==> src/rtl/intv_timer_pkg.sv <==
package intv_timer_pkg;
  localparam int PRE_W = 7;

  typedef enum logic [2:0] {
    SEL_D2    = 3'b000,
    SEL_D8    = 3'b001,
    SEL_D32   = 3'b010,
    SEL_EXT   = 3'b011,
    SEL_OFF_A = 3'b100,
    SEL_D64   = 3'b101,
    SEL_D128  = 3'b110,
    SEL_OFF_B = 3'b111
  } clk_sel_e;

  typedef struct packed {
    clk_sel_e sel;
    logic     flag;
    logic     irq_en;
    logic     invert;
    logic     reload_mode;
    logic     run_en;
  } ctrl_t;

  localparam logic [1:0] ADDR_CTRL   = 2'd0;
  localparam logic [1:0] ADDR_RELOAD = 2'd1;
  localparam logic [1:0] ADDR_COUNT  = 2'd2;

  // mask of prescaler bits that must all be set for a tick; 0 = no prescaled tick
  function automatic logic [PRE_W-1:0] tick_mask(clk_sel_e s);
    case (s)
      SEL_D2:   return 7'h01;
      SEL_D8:   return 7'h07;
      SEL_D32:  return 7'h1F;
      SEL_D64:  return 7'h3F;
      SEL_D128: return 7'h7F;
      default:  return '0;
    endcase
  endfunction
endpackage

==> src/rtl/intv_prescale.sv <==
module intv_prescale
  import intv_timer_pkg::*;
#(
  parameter int SYNC_STAGES = 2
) (
  input  logic     clk,
  input  logic     rst_n,
  input  clk_sel_e sel,
  input  logic     ext_evt,
  output logic     tick,
  output logic     evt_rise
);
  logic [PRE_W-1:0]     pre_q;
  logic [SYNC_STAGES:0] evt_sh;
  logic [PRE_W-1:0]     mask;
  logic                 pre_tick;

  always_ff @(posedge clk or negedge rst_n) begin
    if (!rst_n) begin
      pre_q  <= '0;
      evt_sh <= '0;
    end else begin
      pre_q  <= pre_q + 1'b1;
      evt_sh <= {evt_sh[SYNC_STAGES-1:0], ext_evt};
    end
  end

  assign evt_rise = evt_sh[SYNC_STAGES-1] & ~evt_sh[SYNC_STAGES];
  assign mask     = tick_mask(sel);
  assign pre_tick = (mask != '0) && ((pre_q & mask) == mask);
  assign tick     = (sel == SEL_EXT) ? evt_rise : pre_tick;
endmodule

==> src/rtl/intv_regs.sv <==
module intv_regs
  import intv_timer_pkg::*;
#(
  parameter int CNT_W = 16
) (
  input  logic             clk,
  input  logic             rst_n,
  input  logic             reg_we,
  input  logic [1:0]       reg_addr,
  input  logic [CNT_W-1:0] reg_wdata,
  input  logic             uf,
  output ctrl_t            ctrl_q,
  output logic [CNT_W-1:0] reload_q,
  output logic             ctrl_wr,
  output logic             en_eff,
  output logic             mode_eff
);
  localparam int CTRL_W = $bits(ctrl_t);
  ctrl_t wctrl;

  assign ctrl_wr  = reg_we && (reg_addr == ADDR_CTRL);
  assign wctrl    = ctrl_t'(reg_wdata[CTRL_W-1:0]);
  assign en_eff   = ctrl_wr ? wctrl.run_en      : ctrl_q.run_en;
  assign mode_eff = ctrl_wr ? wctrl.reload_mode : ctrl_q.reload_mode;

  always_ff @(posedge clk or negedge rst_n) begin
    if (!rst_n) begin
      ctrl_q   <= '0;
      reload_q <= '0;
    end else begin
      if (ctrl_wr) begin
        ctrl_q.sel         <= wctrl.sel;
        ctrl_q.irq_en      <= wctrl.irq_en;
        ctrl_q.invert      <= wctrl.invert;
        ctrl_q.reload_mode <= wctrl.reload_mode;
        ctrl_q.run_en      <= wctrl.run_en;
      end
      if (uf)
        ctrl_q.flag <= 1'b1;
      else if (ctrl_wr && !wctrl.flag)
        ctrl_q.flag <= 1'b0;
      if (reg_we && reg_addr == ADDR_RELOAD)
        reload_q <= reg_wdata;
    end
  end
endmodule

==> src/rtl/intv_core.sv <==
module intv_core #(
  parameter int CNT_W = 16
) (
  input  logic             clk,
  input  logic             rst_n,
  input  logic             tick,
  input  logic             trig,
  input  logic             en_eff,
  input  logic             mode_eff,
  input  logic [CNT_W-1:0] reload,
  output logic [CNT_W-1:0] cnt_q,
  output logic             running_q,
  output logic             lvl_q,
  output logic             load,
  output logic             uf
);
  logic step;

  function automatic logic [CNT_W-1:0] count_down(logic [CNT_W-1:0] v);
    return v - 1'b1;
  endfunction

  assign load = trig & en_eff;
  assign step = running_q & tick;
  assign uf   = step && (cnt_q == '0) && !load && en_eff;

  always_ff @(posedge clk or negedge rst_n) begin
    if (!rst_n) begin
      cnt_q     <= '0;
      running_q <= 1'b0;
      lvl_q     <= 1'b0;
    end else if (load) begin
      cnt_q     <= reload;
      running_q <= 1'b1;
      lvl_q     <= !mode_eff;
    end else if (!en_eff) begin
      running_q <= 1'b0;
    end else if (step) begin
      if (cnt_q == '0) begin
        if (mode_eff) begin
          cnt_q <= reload;
          lvl_q <= ~lvl_q;
        end else begin
          running_q <= 1'b0;
          lvl_q     <= 1'b0;
        end
      end else begin
        cnt_q <= count_down(cnt_q);
      end
    end
  end
endmodule

==> src/rtl/intv_timer.sv <==
module intv_timer
  import intv_timer_pkg::*;
#(
  parameter int CNT_W       = 16,
  parameter int SYNC_STAGES = 2
) (
  input  logic             clk,
  input  logic             rst_n,
  input  logic             reg_we,
  input  logic [1:0]       reg_addr,
  input  logic [CNT_W-1:0] reg_wdata,
  output logic [CNT_W-1:0] reg_rdata,
  input  logic             trig,
  input  logic             ext_evt,
  output logic             tmr_out,
  output logic             irq
);
  localparam int CTRL_W = $bits(ctrl_t);

  ctrl_t            ctrl_q;
  logic [CNT_W-1:0] reload_q;
  logic [CNT_W-1:0] cnt_q;
  logic             ctrl_wr, en_eff, mode_eff;
  logic             tick, evt_rise, load, uf, running_q, lvl_q;
  logic [2:0]       cur_sel;

  assign cur_sel = ctrl_q.sel;

  intv_prescale #(.SYNC_STAGES(SYNC_STAGES)) u_pre (
    .clk(clk), .rst_n(rst_n), .sel(ctrl_q.sel), .ext_evt(ext_evt),
    .tick(tick), .evt_rise(evt_rise)
  );

  intv_regs #(.CNT_W(CNT_W)) u_regs (
    .clk(clk), .rst_n(rst_n), .reg_we(reg_we), .reg_addr(reg_addr),
    .reg_wdata(reg_wdata), .uf(uf), .ctrl_q(ctrl_q), .reload_q(reload_q),
    .ctrl_wr(ctrl_wr), .en_eff(en_eff), .mode_eff(mode_eff)
  );

  intv_core #(.CNT_W(CNT_W)) u_core (
    .clk(clk), .rst_n(rst_n), .tick(tick), .trig(trig), .en_eff(en_eff),
    .mode_eff(mode_eff), .reload(reload_q), .cnt_q(cnt_q),
    .running_q(running_q), .lvl_q(lvl_q), .load(load), .uf(uf)
  );

  always_comb begin
    case (reg_addr)
      ADDR_CTRL:   reg_rdata = {{(CNT_W-CTRL_W){1'b0}}, ctrl_q};
      ADDR_RELOAD: reg_rdata = reload_q;
      ADDR_COUNT:  reg_rdata = cnt_q;
      default:     reg_rdata = '0;
    endcase
  end

  assign tmr_out = lvl_q ^ ctrl_q.invert;
  assign irq     = ctrl_q.flag & ctrl_q.irq_en;
endmodule

==> config.mk <==
export PLATFORM = sky130hd
export DESIGN_NAME = intv_timer
export DESIGN_NICKNAME = d
export VERILOG_FILES = /design/src/rtl/intv_timer_pkg.sv /design/src/rtl/intv_prescale.sv /design/src/rtl/intv_regs.sv /design/src/rtl/intv_core.sv /design/src/rtl/intv_timer.sv
export SDC_FILE = /design/constraint.sdc
export NUM_CORES = 1
export LEC_CHECK = 0
export BUFFER_PORTS_ARGS = -buffer_cell sky130_fd_sc_hd__buf_2
export CELL_PAD_IN_SITES_DETAIL_PLACEMENT = 1
export CELL_PAD_IN_SITES_GLOBAL_PLACEMENT = 1
export CORE_MARGIN = 2
export CORE_UTILIZATION = 40
export CTS_BUF_LIST = sky130_fd_sc_hd__clkbuf_16
export CTS_CLUSTER_DIAMETER = 30
export CTS_CLUSTER_SIZE = 25
export DETAILED_ROUTE_END_ITERATION = 8
export GPL_TIMING_DRIVEN = 1
export PLACE_DENSITY = 0.71
export REMOVE_ABC_BUFFERS = 1
export SLEW_MARGIN = 20
export SYNTH_ARGS = -nofsm -noshare
export SYNTH_HDL_FRONTEND = slang
export SYNTH_HIERARCHICAL = 1
export SYNTH_SLANG_ARGS = --single-unit
export TNS_END_PERCENT = 1
==> constraint.sdc <==
create_clock -name clk -period 2.7 [get_ports clk]
set_clock_uncertainty 0.15 [all_clocks]
set_input_delay 0 -clock clk [delete_from_list [all_inputs] [get_ports clk]]
set_output_delay 0 -clock clk [all_outputs]
set_load 0.02 [all_outputs]
==> results of run 1 <==
## layout by cell type (no fill, tap or decap), types with 5 or more instances in the layout
| master | count |
|---|---|
| mux2_4 | 10 |
| nand2_1 | 14 |
| a22o_1 | 8 |
| nor2_1 | 13 |
| buf_4 | 15 |
| dfrtp_1 | 52 |
| nand3_1 | 6 |
| a21oi_1 | 11 |
| clkbuf_16 | 5 |
| a2bb2oi_1 | 6 |
| inv_1 | 7 |
| o21ai_0 | 11 |
| o2bb2ai_1 | 12 |
| nor3_1 | 5 |
| mux2i_1 | 14 |
| mux2_2 | 15 |
| buf_2 | 40 |
| dlygate4sd3_1 | 19 |
| a22oi_1 | 5 |
## sequential cells by signal, summed over array words and instances, names as in the netlist
signal and count:
u_pre/evt_sh 3, u_core/running_q 1, u_core/lvl_q 1, u_pre/pre_q 7, u_core/cnt_q 16, u_regs/reload_q 16
u_regs/ctrl_q 8
## cell type report
type	instances	area, sq um
clock buffer	5	125
clock inverter	3	38.8
fill	829	3600
inverter	7	26.3
multi-input combinational	188	1500
sequential	52	1300
tap	99	124
timing repair buffer	74	503
## kinds of logic after synthesis
kind of cell / share of synthesized area
compound gates: 0.173
simple gates: 0.147
flops: 0.440
mux: 0.155
buf+inv: 0.0549
xor+xnor: 0.0178
fa+ha+maj: 0.0127
## power groups by stage
stage / Combinational [mW] / Sequential (mW) / Clock (mW)
after floorplan: 0.591 / 1.16 / 0
after global placement: 0.812 / 1.24 / 0
after detailed placement: 0.839 / 1.25 / 0
after CTS: 0.863 / 1.24 / 0.733
after global routing: 0.949 / 1.28 / 0.763
final: 0.862 / 1.24 / 0.717
## worst max-delay path: cells and delay by family (launching register included)
kind	cells	cell delay (ns)
flops	1	0.43
simple gates	3	0.73
compound gates	5	1.00
## how the worst min path moves through the flow
stage,startpoint,end,cells after the start
floorplan,rst_n,u_core/cnt_q[0],0
global placement,rst_n,u_core/cnt_q[12],1
detailed placement,rst_n,u_regs/reload_q[11],1
CTS,rst_n,u_regs/ctrl_q[2],2
global route,reg_addr[0],u_regs/ctrl_q[4],4
finish,rst_n,u_regs/ctrl_q[2],2
## repair_timing
action,CTS,global route
endpoints found under the hold margin,48,0
endpoints found under the setup margin,0,0
hold buffers,19,0
buffers inserted,0,0
## layer usage
metal / part of all wire / up-vias / global-route usage
li1: - / 1115 / -
met5: 0 / - / 0
met4: 0.018 / 0 / 0.0692
met2: 0.49 / 68 / 0.339
met3: 0.040 / 13 / 0.0310
met1: 0.45 / 1238 / 0.265
## cells in the mapped netlist, types with 2 or more instances
cell	number	area, sq um
or4_1	3	22.5
clkbuf_1	2	7.51
o22ai_1	3	18.8
o211ai_1	2	15.0
nor4_1	3	18.8
buf_2	3	15.0
inv_1	6	22.5
nand4_1	2	12.5
mux2_2	15	169
nand2_1	14	52.6
o21ai_0	11	55.1
a21o_1	2	15.0
nand2_2	2	12.5
or3_1	2	12.5
a22o_1	8	70.1
a22oi_1	5	37.5
nor3_1	5	25.0
nor2b_4	2	27.5
nor2_1	13	48.8
nand4b_1	3	26.3
buf_6	7	78.8
dfrtp_1	52	1300
a21oi_1	11	55.1
xor2_1	4	35.0
nand3b_1	2	15.0
o2bb2ai_1	12	105
ha_1	3	37.5
mux2i_1	14	140
a2bb2oi_1	6	52.6
nor2b_1	2	12.5
xnor2_1	2	17.5
mux2_4	10	150
nand3_1	6	30.0
==> impl_metrics.csv, run 1 <==
group,metric,value,unit
power,p_per_area,780,nW/um^2
global_route,grtUsageTotal,0.201,
power,total_power,2.82,mW
global_route,grt_pass1_vias,2567,
sta,slew_viol_final,0,
critical_path,required,2.75,ns
finish,drive_gt1_frac,0.298,
finish,nets,354,
synth,ys_types,57,
clock_network,clk_pin_slew,0.07,ns
floorplan,core,7210,sq um
synth,seq_area_frac_synth,0.440,
sta,finalCriticalPeriod,2.42,ns
global_route,grt_max_degree,31,
sta,worst_pin_slew,0.544,ns
floorplan,num_io_pins,41,
power,seqPwrFrac,0.440,
critical_path,path_max_fanout,6,
place,port-buffer-count,40,
clock_network,root_buffer,"clkbuf_16",
sta,period_share,0.898,
power,clkPwrFrac,0.254,
route,wirelength,7830,microns
route,ant_nets,0,
floorplan,start_util,0.410,
finish,final_area,3610,sq um
route,dr.first_iter.drc_count,149,
critical_path,timing.rr.end,"u_core/cnt_q[15]",
finish,syn_to_final_growth,22.1,%
synth,async_flop_share,1.00,
sta,max_freq,413,MHz
clock_network,cts_buffers,5,
route,avgRoutedWirePerCell,18.3,microns
floorplan,die_h,90.0,microns
clock_network,cts.path.max_buffers,2,
sta,fin_tns_setup,0,ns
route,vias,2434,
critical_path,r2r_setup_slack,0.28,ns
clock_network,cts_tree,"yes",
route,routed_via_density,5.69,
global_route,antenna_found_initial,0,
critical_path,path_class,"reg -> reg",
floorplan,row_count,31,
sta,hold_viol_final,0,
critical_path,cp-start-kind,"flip-flop",
sta,setup_viol,0,
critical_path,crit_chain,"nand4_1 -> a221o_1 -> o21ai_2 -> a21o_1 -> nand2_1 -> a31o_1 -> or4_1 -> o211ai_1",
place,detailed_place_hpwl,5520,microns
critical_path,reg2reg_from,"u_pre/pre_q[2]",
synth,syn_area,2960,sq um
route,post-route-drc-count,0,
power,vdd_drop_max,280,uV
critical_path,critPathCapture,"u_core/cnt_q[15]",
sta,hold_ws,0.0689,ns
power,p_leak,1.64,nW
critical_path,cp-startpoint,"u_pre/pre_q[2]",
critical_path,reg2regPathDepth,8,
synth,synth_edf_count,0,
place,placed_cells,401,
sta,setup_slack,0.276,ns
finish,post-route-util,0.501,
synth,synthFlopType,"dfrtp_1",
critical_path,slowest_stage,"or4_1",
power,combPwrFrac,0.306,
sta,slew_headroom,0.637,
clock_network,clk_latency,0.30,ns
clock_network,cts_resized,0,
global_route,grt_pass1_wl,13100,microns
power,p_sw_frac,0.353,
place,place_area,3260,sq um
place,dpl_worst_slack,0.300,ns
synth,syn_inst,261,
clock_network,cts.sinks,52,
synth,ys_seq_elements,52,
floorplan,die_area,8110,sq um
flow_run,cap_violations,0,
power,p_int,1.83,mW
synth,syn_area_per_cell,11.3,sq um
worst_hold_path,hp-class,"in -> async",
critical_path,critPathArrivalTime,2.47,ns
synth,yosys_warnings,6,
global_route,grt_remaining_overflow,0,
clock_network,ctsHtreeMaxLevel,2,
critical_path,cp-end-kind,"flip-flop",
floorplan,die_w,90.0,microns
critical_path,max_stage_delay,0.50,ns
finish,final_cells,428,
finish,insertedDiodeCount,0,
route,first_pass_iters,4,
power,p_sw,995,uW
run_status,status,"finished clean",
sta,rsz0062_at_grt,"no",
place,place.gp.congestion,0.802,
No activity file was read; power rests on OpenSTA's default activity.
==> run 2, diff against run 1 <==
CAP_MARGIN = 20   (was default)
CORE_UTILIZATION = 46   (was 40)
PLACE_DENSITY = 0.8   (was 0.71)
==> impl_metrics.csv, run 2 (synthesis gave the netlist of run 1 again) <==
group,metric,value,unit
sta,period_share,0.876,
sta,slew_headroom,0.606,
clock_network,cts_tree,"yes",
floorplan,num_io_pins,41,
power,p_leak,1.62,nW
route,vias,2421,
critical_path,path_class,"reg -> reg",
global_route,grt_pass1_vias,2631,
floorplan,row_count,29,
sta,max_freq,423,MHz
sta,hold_ws,0.0240,ns
route,first_pass_iters,4,
critical_path,cp-end-kind,"flip-flop",
power,p_per_area,789,nW/um^2
floorplan,die_w,84.2,microns
sta,finalCriticalPeriod,2.37,ns
place,detailed_place_hpwl,5500,microns
route,routed_via_density,5.99,
place,placed_cells,377,
floorplan,die_h,84.2,microns
route,ant_nets,0,
sta,rsz0062_at_grt,"no",
clock_network,clk_pin_slew,0.07,ns
sta,fin_tns_setup,0,ns
route,post-route-drc-count,0,
finish,nets,352,
global_route,grt_max_degree,24,
critical_path,required,2.75,ns
sta,slew_viol_final,0,
place,place.gp.congestion,0.856,
finish,drive_gt1_frac,0.297,
clock_network,root_buffer,"clkbuf_16",
finish,final_cells,404,
place,port-buffer-count,40,
finish,insertedDiodeCount,0,
global_route,use_met1,0.325,
floorplan,start_util,0.472,
finish,final_area,3580,sq um
floorplan,core,6280,sq um
route,wirelength,8110,microns
global_route,grtUsageTotal,0.243,
clock_network,cts_buffers,5,
sta,hold_viol_final,0,
place,place_area,3220,sq um
finish,largest_registers,"u_core/cnt_q (16), u_regs/reload_q (16), u_regs/ctrl_q (8)",
route,dr.first_iter.drc_count,124,
critical_path,path_max_fanout,6,
critical_path,cp-start-kind,"flip-flop",
global_route,grt_util_met2,0.418,
global_route,grt-busiest-layer,"met2",
global_route,grt_remaining_overflow,0,
flow_run,cap_violations,0,
finish,layout_common_cells,"52 x dfrtp_1, 40 x buf_2, 19 x dlygate4sd3_1",
critical_path,critPathArrivalTime,2.42,ns
global_route,grtUsageMet3,0.0364,
run_status,status,"finished clean",
floorplan,die_area,7090,sq um
global_route,antenna_found_initial,0,
route,avgRoutedWirePerCell,20.1,microns
global_route,grt_pass1_wl,13600,microns
finish,layout_commonest_cell,"dfrtp_1",
sta,setup_viol,0,
critical_path,r2r_setup_slack,0.33,ns
clock_network,cts.sinks,52,
power,vdd_drop_max,380,uV
finish,syn_to_final_growth,20.8,%
clock_network,ctsHtreeMaxLevel,2,
clock_network,cts.path.max_buffers,2,
worst_hold_path,hp-class,"in -> reg",
sta,worst_pin_slew,0.590,ns
clock_network,clk_latency,0.29,ns
## run 2: cell types whose count changed in the layout (fill, tap and decap cells not counted), sizes merged
| cell | previous run | this run |
|---|---|---|
| clkinvlp | 0 | 1 |
| buf | 55 | 53 |
| inv | 7 | 6 |
## run 2: metrics by stage
stage          setup WS [ns]   util  total power, mW
2_1_floorplan          0.241      -             1.75
3_3_place_gp           0.422  0.513             2.04
3_5_place_dp           0.353  0.513             2.08
4_1_cts                0.343  0.570             2.84
5_1_grt                0.155  0.570             2.99
6_report               0.334  0.570             2.82
## run 2: path summary, 6_finish.rpt
path | start | to | cells after the start
worst max-delay path | u_regs/ctrl_q[6] | u_core/cnt_q[15] | 8
worst min-delay path | reg_addr[0] | u_regs/ctrl_q[4] | 4
worst max register to register | u_regs/ctrl_q[6] | u_core/cnt_q[15] | 8
worst min register to register | u_pre/evt_sh[0] | u_pre/evt_sh[1] | 0
max in group asynchronous | rst_n | u_regs/reload_q[5] | 3
min in group asynchronous | rst_n | u_core/cnt_q[2] | 2
## run 2: layout make-up
type / count / area (sq um)
Fill cell: 674 / 2700
Sequential cell: 52 / 1300
Multi-Input combinational cell: 188 / 1500
Inverter: 7 / 26.3
Clock buffer: 5 / 125
Timing Repair Buffer: 72 / 488
Tap cell: 77 / 96.3
Clock inverter: 3 / 42.5
## run 2: timing repair
item / 4_1_cts / 5_1_grt
resized for setup: 0 / 0
endpoints found under the setup margin: 0 / 0
hold buffers: 19 / 0
buffers inserted: 0 / 0
endpoints found under the hold margin: 78 / 0
## run 2: worst max-delay path: stages (launching register included)
cell      delay (ns)
dfrtp_1         0.43
nand3b_1        0.18
a221o_1         0.31
o21ai_2         0.17
a21o_1          0.13
nand2_1         0.10
a31o_1          0.21
or4_1           0.50
o211ai_1        0.09
## run 2: power by group
part | total (mW) | switching, mW | internal [mW]
Combinational | 0.864 | 0.454 | 0.410
Sequential | 1.25 | 0.272 | 0.974
Clock | 0.712 | 0.276 | 0.436
## run 2: layer usage
layer | up-vias | wire length, microns
met4 | 0 | 61
met3 | 6 | 378
met2 | 71 | 4050
li1 | 1110 | -
met5 | - | 0
met1 | 1234 | 3620
